===== src/rtl/i2cmon_pkg.sv =====
package i2cmon_pkg;

  typedef struct packed {
    logic start;
    logic stop;
    logic rise;
  } line_evt_t;

  typedef enum logic [2:0] {
    CL_NONE,
    CL_IDLE,
    CL_LEGAL,
    CL_FIRST,
    CL_ERROR
  } cond_cls_t;

endpackage


===== src/rtl/i2cmon_cond_det.sv =====
module i2cmon_cond_det
  import i2cmon_pkg::*;
(
  input  logic      clk,
  input  logic      rst_n,
  input  logic      scl,
  input  logic      sda,
  output line_evt_t evt
);

  logic scl_q, sda_q;
  logic scl_d, sda_d;

  always_comb begin
    scl_d = scl;
    sda_d = sda;
  end

  always_ff @(posedge clk or negedge rst_n) begin
    if (!rst_n) begin
      scl_q <= 1'b1;
      sda_q <= 1'b1;
    end else begin
      scl_q <= scl_d;
      sda_q <= sda_d;
    end
  end

  always_comb begin
    evt.start = scl_q & scl & sda_q & ~sda;
    evt.stop  = scl_q & scl & ~sda_q & sda;
    evt.rise  = ~scl_q & scl;
  end

endmodule


===== src/rtl/i2cmon_slot_ctr.sv =====
module i2cmon_slot_ctr
  import i2cmon_pkg::*;
#(
  parameter  int PULSES = 9,
  localparam int CW     = $clog2(PULSES + 1)
) (
  input  logic          clk,
  input  logic          rst_n,
  input  line_evt_t     evt,
  input  logic          sda,
  output logic          busy,
  output logic [CW-1:0] pos,
  output cond_cls_t     cls,
  output logic          nack
);

  localparam logic [CW-1:0] LAST = CW'(PULSES);
  localparam logic [CW-1:0] ONE  = CW'(1);

  logic          busy_q, busy_d;
  logic [CW-1:0] pos_q, pos_d;
  logic          ena;
  logic          cond;

  always_comb begin
    cond = evt.start | evt.stop;
    if (!cond)                cls = CL_NONE;
    else if (!busy_q)         cls = CL_IDLE;
    else if (pos_q == '0)     cls = CL_LEGAL;
    else if (pos_q == ONE)    cls = CL_FIRST;
    else                      cls = CL_ERROR;
  end

  always_comb begin
    pos_d  = pos_q;
    busy_d = busy_q;
    unique case (cls)
      CL_NONE:  if (evt.rise) pos_d = (pos_q == LAST) ? ONE : pos_q + ONE;
      CL_IDLE:  if (evt.start) begin busy_d = 1'b1; pos_d = '0; end
      CL_LEGAL,
      CL_ERROR: begin busy_d = evt.start; pos_d = '0; end
      CL_FIRST: busy_d = 1'b0;
      default:  ;
    endcase
    ena  = (cls != CL_NONE) | evt.rise;
    nack = busy_q & evt.rise & (pos_q == LAST - ONE) & sda;
  end

  always_ff @(posedge clk or negedge rst_n) begin
    if (!rst_n) begin
      busy_q <= 1'b0;
      pos_q  <= '0;
    end else if (ena) begin
      busy_q <= busy_d;
      pos_q  <= pos_d;
    end
  end

  assign busy = busy_q;
  assign pos  = pos_q;

  p_pos_range_r3: assert property (@(posedge clk) disable iff (!rst_n)
    pos_q <= LAST);
  p_wrap_r3: assert property (@(posedge clk) disable iff (!rst_n)
    (evt.rise && pos_q == LAST) |=> (pos_q == ONE));
  p_start_r1: assert property (@(posedge clk) disable iff (!rst_n)
    (evt.start && !(busy_q && pos_q == ONE)) |=> (busy_q && pos_q == '0));
  p_stop_r2: assert property (@(posedge clk) disable iff (!rst_n)
    evt.stop |=> !busy_q);
  p_first_r5: assert property (@(posedge clk) disable iff (!rst_n)
    (busy_q && pos_q == ONE && (evt.start || evt.stop)) |=> (!busy_q && pos_q == ONE));

endmodule


===== src/rtl/i2cmon_flags.sv =====
module i2cmon_flags
  import i2cmon_pkg::*;
(
  input  logic      clk,
  input  logic      rst_n,
  input  cond_cls_t cls,
  input  logic      start,
  input  logic      nack,
  input  logic      clr,
  input  logic      irq_en,
  output logic      bus_err,
  output logic      retry,
  output logic      evt_flag,
  output logic      irq
);

  logic err_q, err_d, retry_q, retry_d, evt_q, evt_d;
  logic err_set, retry_set, ena;

  always_comb begin
    err_set   = (cls == CL_ERROR);
    retry_set = nack | ((cls == CL_FIRST) & start);
    err_d     = err_set   | (err_q   & ~clr);
    retry_d   = retry_set | (retry_q & ~clr);
    evt_d     = err_set | retry_set | (evt_q & ~clr);
    ena       = err_set | retry_set | clr;
  end

  always_ff @(posedge clk or negedge rst_n) begin
    if (!rst_n) begin
      err_q   <= 1'b0;
      retry_q <= 1'b0;
      evt_q   <= 1'b0;
    end else if (ena) begin
      err_q   <= err_d;
      retry_q <= retry_d;
      evt_q   <= evt_d;
    end
  end

  assign bus_err  = err_q;
  assign retry    = retry_q;
  assign evt_flag = evt_q;
  assign irq      = evt_q & irq_en;

  p_err_hold_r7: assert property (@(posedge clk) disable iff (!rst_n)
    (err_q && !clr) |=> err_q);
  p_err_evt_r4: assert property (@(posedge clk) disable iff (!rst_n)
    err_q |-> evt_q);
  p_first_noerr_r5: assert property (@(posedge clk) disable iff (!rst_n)
    (cls == CL_FIRST && !err_q) |=> !err_q);

endmodule


===== src/rtl/i2c_bus_monitor.sv =====
module i2c_bus_monitor
  import i2cmon_pkg::*;
#(
  parameter  int PULSES = 9,
  localparam int CW     = $clog2(PULSES + 1)
) (
  input  logic          clk,
  input  logic          rst_n,
  input  logic          scl_in,
  input  logic          sda_in,
  input  logic          irq_en,
  input  logic          flag_clr,
  output logic          bus_busy,
  output logic [CW-1:0] slot_pos,
  output logic          bus_err,
  output logic          retry_hint,
  output logic          event_flag,
  output logic          irq
);

  logic      rst_meta, rst_int_n;
  line_evt_t lev;
  cond_cls_t cls;
  logic      nack;

  always_ff @(posedge clk or negedge rst_n) begin
    if (!rst_n) begin
      rst_meta  <= 1'b0;
      rst_int_n <= 1'b0;
    end else begin
      rst_meta  <= 1'b1;
      rst_int_n <= rst_meta;
    end
  end

  i2cmon_cond_det u_det (
    .clk   (clk),
    .rst_n (rst_int_n),
    .scl   (scl_in),
    .sda   (sda_in),
    .evt   (lev)
  );

  i2cmon_slot_ctr #(.PULSES(PULSES)) u_slot (
    .clk   (clk),
    .rst_n (rst_int_n),
    .evt   (lev),
    .sda   (sda_in),
    .busy  (bus_busy),
    .pos   (slot_pos),
    .cls   (cls),
    .nack  (nack)
  );

  i2cmon_flags u_flags (
    .clk      (clk),
    .rst_n    (rst_int_n),
    .cls      (cls),
    .start    (lev.start),
    .nack     (nack),
    .clr      (flag_clr),
    .irq_en   (irq_en),
    .bus_err  (bus_err),
    .retry    (retry_hint),
    .evt_flag (event_flag),
    .irq      (irq)
  );

  p_irq_gate_r6: assert property (@(posedge clk) disable iff (!rst_int_n)
    (!irq_en |-> !irq) and (irq_en && event_flag |-> irq));

endmodule


===== config.mk =====
export PLATFORM = sky130hd
export DESIGN_NAME = i2c_bus_monitor
export DESIGN_NICKNAME = d
export VERILOG_FILES = /design/src/rtl/i2cmon_pkg.sv /design/src/rtl/i2cmon_cond_det.sv /design/src/rtl/i2cmon_slot_ctr.sv /design/src/rtl/i2cmon_flags.sv /design/src/rtl/i2c_bus_monitor.sv
export SDC_FILE = /design/constraint.sdc
export NUM_CORES = 1
export LEC_CHECK = 0
export BUFFER_PORTS_ARGS = -buffer_cell sky130_fd_sc_hd__buf_2
export CORE_MARGIN = 4
export CORE_UTILIZATION = 45
export DETAILED_ROUTE_END_ITERATION = 12
export GPL_TIMING_DRIVEN = 0
export PLACE_DENSITY = 0.7
export SLEW_MARGIN = 40
export SYNTH_ARGS = -nofsm -noshare
export SYNTH_HDL_FRONTEND = slang
export SYNTH_SLANG_ARGS = --single-unit

===== constraint.sdc =====
create_clock -name clk -period 0.8 [get_ports clk]
set_input_delay 0.24 -clock clk [delete_from_list [all_inputs] [get_ports clk]]
set_output_delay 0.24 -clock clk [all_outputs]
set_load 0.03 [all_outputs]

==> results.json, run 1 <==
{
  "p_leak_nw": 0.441,
  "synth_area_leaders": "dfrtp_1 39%, dfstp_2 8.3%, inv_1 3.6%",
  "yosysTopAreaCell": "dfrtp_1",
  "final_antenna_net_count": 0,
  "combPwrFrac_pct": 51.8,
  "grt_setup_unrepaired": "true",
  "drt_iter0_markers": 8,
  "synth_top_family_by_area": "compound AO/OA/AOI/OAI gates",
  "grt_overflow": 0,
  "synthAdderAreaFrac_pct": 0,
  "synth_xor_area_share_pct": 1.38,
  "clockBufferDepth": 2,
  "postSynth.asyncResetShare_pct": 100,
  "drive_above_1_share_pct": 54.3,
  "core_area_um2": 1320,
  "synth.net_count": 70,
  "design.die.area_um2": 2070,
  "worst-setup-path-type": "register to register",
  "seq_area_frac_synth_pct": 47.7,
  "synth_edf_count": 0,
  "ir_drop_mv": 2.62,
  "cts_max_level": 1,
  "wl_per_cell_um": 14.8,
  "synth_compound_area_share_pct": 21.5,
  "whs_path_depth": 1,
  "syn_area_um2": 634,
  "clock_power_share_pct": 16.2,
  "antenna_found_initial": 0,
  "grtUsageTotal_pct": 17.6,
  "violations": "setup timing",
  "period_share_pct": 177,
  "end_kind": "register",
  "power.density_nw_per_um2": 3100,
  "crit_fanout": 4,
  "grt_pass1_vias": 613,
  "via_per_inst": 5.61,
  "hold_path_class": "input pin to register",
  "dpl.hpwl_mm": 1.00,
  "path_clk_slew_ps": 80,
  "ys_ff_latch": 12,
  "p_sw_share_pct": 40.1,
  "synthCells": 64,
  "synth_top_area_share_pct": 39.4,
  "setup_slack_ps": -613,
  "area_growth_syn_to_layout_pct": 53.8,
  "layout_min_cycle_time_ps": 1410,
  "synth.most_common_cell": "dfrtp_1",
  "vias": 600,
  "skew_ps": 4.23,
  "cts_tree": "yes",
  "finalHoldViolCount": 0,
  "ioPinCount": 15,
  "fp.dieW_um": 45.5,
  "yosysWarnings": 0,
  "wirelength_mm": 1.58,
  "holdWs_ps": 125,
  "start_util_pct": 48.1,
  "num_rows": 13,
  "clock-sinks": 12,
  "yosys_most_used_dff": "dfrtp_1",
  "final_nets": 99,
  "diodes": 0,
  "finalMaxSlewViolations": 0,
  "clock_latency_ps": 270,
  "cp_data_arrival_time_ps": 1580,
  "fmax_mhz": 708,
  "cts_made_buffers": 3,
  "share_seq_of_total_power_pct": 32.1,
  "ys_types": 35,
  "muxShareOfSynthArea_pct": 1.58,
  "place_congestion": 0.855,
  "p_int_mw": 1.81,
  "r2r_cells": 4,
  "drc": 0,
  "status": "complete, but fails checks",
  "synthSimpleGateAreaFrac_pct": 20.5,
  "root_buffer": "clkbuf_4",
  "total_power_mw": 3.03,
  "syn_area_per_cell_um2": 9.91,
  "maxCapViolCount": 0,
  "p_switching_mw": 1.21,
  "die_y_um": 45.5,
  "grt_pass1_wl_mm": 2.65,
  "start_kind": "register",
  "io_buffers": 14,
  "setup_viol": 17,
  "dr.pass1.iters": 4,
  "crit_required_ps": 960,
  "synth_common_cells": "10 x dfrtp_1, 6 x inv_1, 6 x nand2_1, 3 x nand2b_1",
  "grt_max_degree": 11
}
[cell usage in the layout (no fill, tap or decap), types with 3 or more instances in the layout]
master and instances:
nand2b_1 3, buf_4 6, o21ai_1 3, dfrtp_2 5
inv_1 6, nand2_1 4, buf_6 14, buf_2 5
dfrtp_1 5, clkbuf_4 3
[cells by family (layout without fill, tap and decap cells)]
logic type / Yosys count / in the layout
simple gates: 21 / 21
compound gates: 19 / 19
flops: 12 / 12
buf+inv: 9 / 37
other cells: 1 / 1
xor+xnor: 1 / 1
mux: 1 / 1
[power by group through the flow]
stage	logic, mW	registers (mW)	clock network [mW]
finish	1.57	0.971	0.490
global route	1.68	0.990	0.534
CTS	1.50	0.964	0.499
detailed placement	1.12	0.934	0
global placement	1.11	0.928	0
floorplan	0.629	1.15	0
[metrics by stage]
step	cells	area (um2)	utilization [%]	setup WS [ps]	setup TNS [ps]
floorplan	64	668	-	-605	-4390
global placement	93	757	57.5	-629	-4670
detailed placement	93	757	57.5	-631	-4840
CTS	104	950	72.1	-600	-7090
global route	107	976	74.1	-675	-7970
finish	107	976	74.1	-613	-7240
[critical path, stage by stage, from the launching register on]
cell	delay, ps
dfstp_2	590
nand2b_1	120
a32oi_2	260
nand2_2	120
a32o_1	220
[area by class of cell]
cell class,instances,area [um2]
clock buffer,4,36.3
tap,15,18.8
inverter,6,22.5
timing repair buffer,24,215
multi-input combinational,43,347
sequential,12,309
buffer,3,27.5
fill,100,342
[sequential cells by signal, indices dropped and copies added, names as in the netlist]
| signal | cells |
|---|---|
| rst_meta | 1 |
| u_slot.busy | 1 |
| rst_int_n | 1 |
| u_flags.evt_flag | 1 |
| u_det.sda_q | 1 |
| u_flags.bus_err | 1 |
| u_det.scl_q | 1 |
| u_flags.retry | 1 |
| u_slot.pos | 4 |
[final timing paths]
check,from,to,slack [ps]
setup / recovery,u_det.sda_q$_DFF_PN1_,u_slot.pos[0]$_DFFE_PN0P_,-610
setup reg to reg,u_det.sda_q$_DFF_PN1_,u_slot.pos[0]$_DFFE_PN0P_,-610
hold reg to reg,rst_int_n$_DFF_PN0_,u_slot.pos[2]$_DFFE_PN0P_,170
min in group asynchronous,rst_int_n$_DFF_PN0_,u_slot.pos[2]$_DFFE_PN0P_,170
max in group asynchronous,rst_int_n$_DFF_PN0_,u_det.scl_q$_DFF_PN1_,300
hold / removal,sda_in,u_det.sda_q$_DFF_PN1_,130
[repair_timing]
action                                  in CTS  in global routing
hold buffers                                 1                  0
buffers inserted                             6                  3
pin swaps                                   10                  3
cloned                                       0                  0
endpoints found under the setup margin      17                 17
endpoints found under the hold margin        2                  0
gates resized for setup                     31                  1
[per-layer routing]
metal	GRT usage (%)	part of all wire, %	vias to the layer above
met4	7.60	1.7	0
met2	29.5	50	12
met3	3.16	4.1	4
met1	21.8	44	291
li1	-	-	293
met5	0	0	-
(Power assumes the default switching activity.)
==> run 2, diff against run 1 <==
--- a/config.mk
+++ b/config.mk
@@ -5,12 +5,12 @@
 export SDC_FILE = /design/constraint.sdc
 export NUM_CORES = 1
 export LEC_CHECK = 0
-export BUFFER_PORTS_ARGS = -buffer_cell sky130_fd_sc_hd__buf_2
-export CORE_MARGIN = 4
-export CORE_UTILIZATION = 45
+export CORE_AREA = 4 4 41 43
 export DETAILED_ROUTE_END_ITERATION = 12
+export DIE_AREA = 0 0 45 47
+export DONT_BUFFER_PORTS = 1
 export GPL_TIMING_DRIVEN = 0
-export PLACE_DENSITY = 0.7
+export PLACE_DENSITY = 0.64
 export SLEW_MARGIN = 40
 export SYNTH_ARGS = -nofsm -noshare
 export SYNTH_HDL_FRONTEND = slang
==> run 2 against run 1 <==
- the run still ends with setup timing left
- power shrank 10%
- die area rose by 2.0%
- critical path depth rose by 1
- clock power grew 4.7%
- count of clock-buffer cells in the layout stayed put
- critical path type unchanged
- critical endpoint unchanged
- highest routed layer unchanged
==> results.json, run 2 (same netlist as run 1, synthesis figures left out) <==
{
  "rrSetupSlack_ps": -650,
  "crit_required_ps": 970,
  "crit_fanout": 4,
  "root_buffer": "clkbuf_4",
  "cts_made_buffers": 3,
  "grt_overflow": 0,
  "cts_tree": "yes",
  "clockBufferDepth": 2,
  "path_clk_slew_ps": 90,
  "grt_max_degree": 11,
  "holdWs_ps": 26.9,
  "setup_slack_ps": -652,
  "num_rows": 13,
  "area_growth_syn_to_layout_pct": 33.1,
  "maxCapViolCount": 0,
  "die_y_um": 47,
  "slowest_delay_ps": 490,
  "layout_commonest_cell": "dfrtp_2",
  "clock-sinks": 12,
  "vias": 549,
  "drc": 0,
  "mostFrequentLayoutCells": "7 x dfrtp_2, 6 x inv_1, 5 x nand2_1",
  "skew_ps": 5.60,
  "drive_above_1_share_pct": 44.0,
  "final_antenna_net_count": 0,
  "status": "complete, but fails checks",
  "finalMaxSlewViolations": 0,
  "antenna_found_initial": 0,
  "fmax_mhz": 689,
  "dr.pass1.iters": 4,
  "design.die.area_um2": 2120,
  "path_delay_family": "flip-flops",
  "seqCellArea_um2": 312,
  "final_nets": 82,
  "wl_per_cell_um": 17.3,
  "crit_slowest_cell": "dfrtp_2",
  "r2r_end": "u_slot.pos[0]$_DFFE_PN0P_",
  "via_per_inst": 6.10,
  "whs_path_depth": 1,
  "start_util_pct": 48.7,
  "hp-start": "flag_clr",
  "grt_pass1_wl_mm": 2.56,
  "r2r_cells": 5,
  "hold_path_class": "input pin to register",
  "diodes": 0,
  "multiInputGateArea_um2": 372,
  "ioPinCount": 15,
  "path_cells": "buf_6 -> and3_4 -> a32oi_4 -> nand2_2 -> a32o_1",
  "fp.dieW_um": 45,
  "core_area_um2": 1300,
  "layout_min_cycle_time_ps": 1450,
  "setup_viol": 17,
  "finalHoldViolCount": 0,
  "r2r-start": "u_slot.busy$_DFFE_PN0P_",
  "place_congestion": 0.811,
  "ir_drop_mv": 1.97,
  "period_share_pct": 182,
  "path_buf_inv": 1,
  "clock_latency_ps": 290,
  "fillCellCount": 106,
  "min_to": "u_flags.retry$_DFFE_PN0P_",
  "io_buffers": 0,
  "violations": "setup timing",
  "largest_register_ff_count": 4,
  "drt_iter0_markers": 19,
  "worst-setup-path-type": "register to register",
  "end_kind": "register",
  "grt_setup_unrepaired": "true",
  "dpl.hpwl_um": 904,
  "start_kind": "register",
  "grtUsageTotal_pct": 17.6,
  "wirelength_mm": 1.56,
  "cts_max_level": 1,
  "p_leak_nw": 0.335,
  "cp_data_arrival_time_ps": 1630,
  "power.density_nw_per_um2": 3220,
  "grt_pass1_vias": 555,
  "total_power_mw": 2.72
}
-- run 2: cell count changes in the layout (fill, tap and decap cells not counted), sizes merged --
cell	change
buf	-19
dlygate4sd3	+2
-- run 2: how the worst max path moves through the flow --
stage / cells after the start / slack (ps) / start / to
floorplan: 5 / -600 / u_slot.pos[2]$_DFFE_PN0P_ / u_flags.retry$_DFFE_PN0P_
global route: 5 / -710 / u_slot.busy$_DFFE_PN0P_ / u_slot.pos[2]$_DFFE_PN0P_
finish: 5 / -650 / u_slot.busy$_DFFE_PN0P_ / u_slot.pos[0]$_DFFE_PN0P_
detailed placement: 5 / -710 / u_slot.pos[2]$_DFFE_PN0P_ / u_flags.retry$_DFFE_PN0P_
global placement: 5 / -700 / u_slot.pos[0]$_DFFE_PN0P_ / u_flags.retry$_DFFE_PN0P_
CTS: 5 / -690 / u_slot.pos[2]$_DFFE_PN0P_ / u_flags.retry$_DFFE_PN0P_
-- run 2: final cells by class --
type | instances | area share [%]
multi-input cells | 43 | 44.0
flip-flops and latches | 12 | 36.9
repair buffers | 7 | 6.67
clock buffers | 4 | 4.30
plain buffers | 3 | 3.26
inverters | 6 | 2.67
well taps | 15 | 2.22
-- run 2: power breakdown --
group | switching [mW] | internal (mW)
sequential | 0.453 | 0.763
combinational | 0.503 | 0.486
clock | 0.235 | 0.277
-- run 2: what timing repair did --
action,in CTS,in global routing
endpoints found under the hold margin,4,0
hold buffers,3,0
buffers inserted,3,1
endpoints found under the setup margin,17,17
pin swaps,6,6
resized for setup,10,7
-- run 2: worst register-to-register path: cells and delay by family (launching register included) --
kind,cells,cell delay [ps]
and+or+nand+nor,2,270
DFF,1,490
buffers and inverters,1,150
AOI/OAI and AO/OA,2,420
-- run 2: per-stage QoR --
step                TNS, ps  area [um2]  util [%]  std cells  setup slack [ps]
floorplan             -4390         668         -         64              -605
global placement      -5270         687      52.8         79              -699
detailed placement    -5280         687      52.8         79              -708
CTS                   -7200         800      61.4         89              -686
global route          -7670         845      64.9         90              -711
finish                -7010         845      64.9         90              -652
-- run 2: routing by layer --
layer / global-route usage, % / vias to the layer above / wire (um)
met5: 0 / - / 0
met4: 12.3 / 0 / 44
met3: 3.83 / 5 / 122
met2: 26.3 / 23 / 750
met1: 22.7 / 263 / 643
li1: - / 258 / -
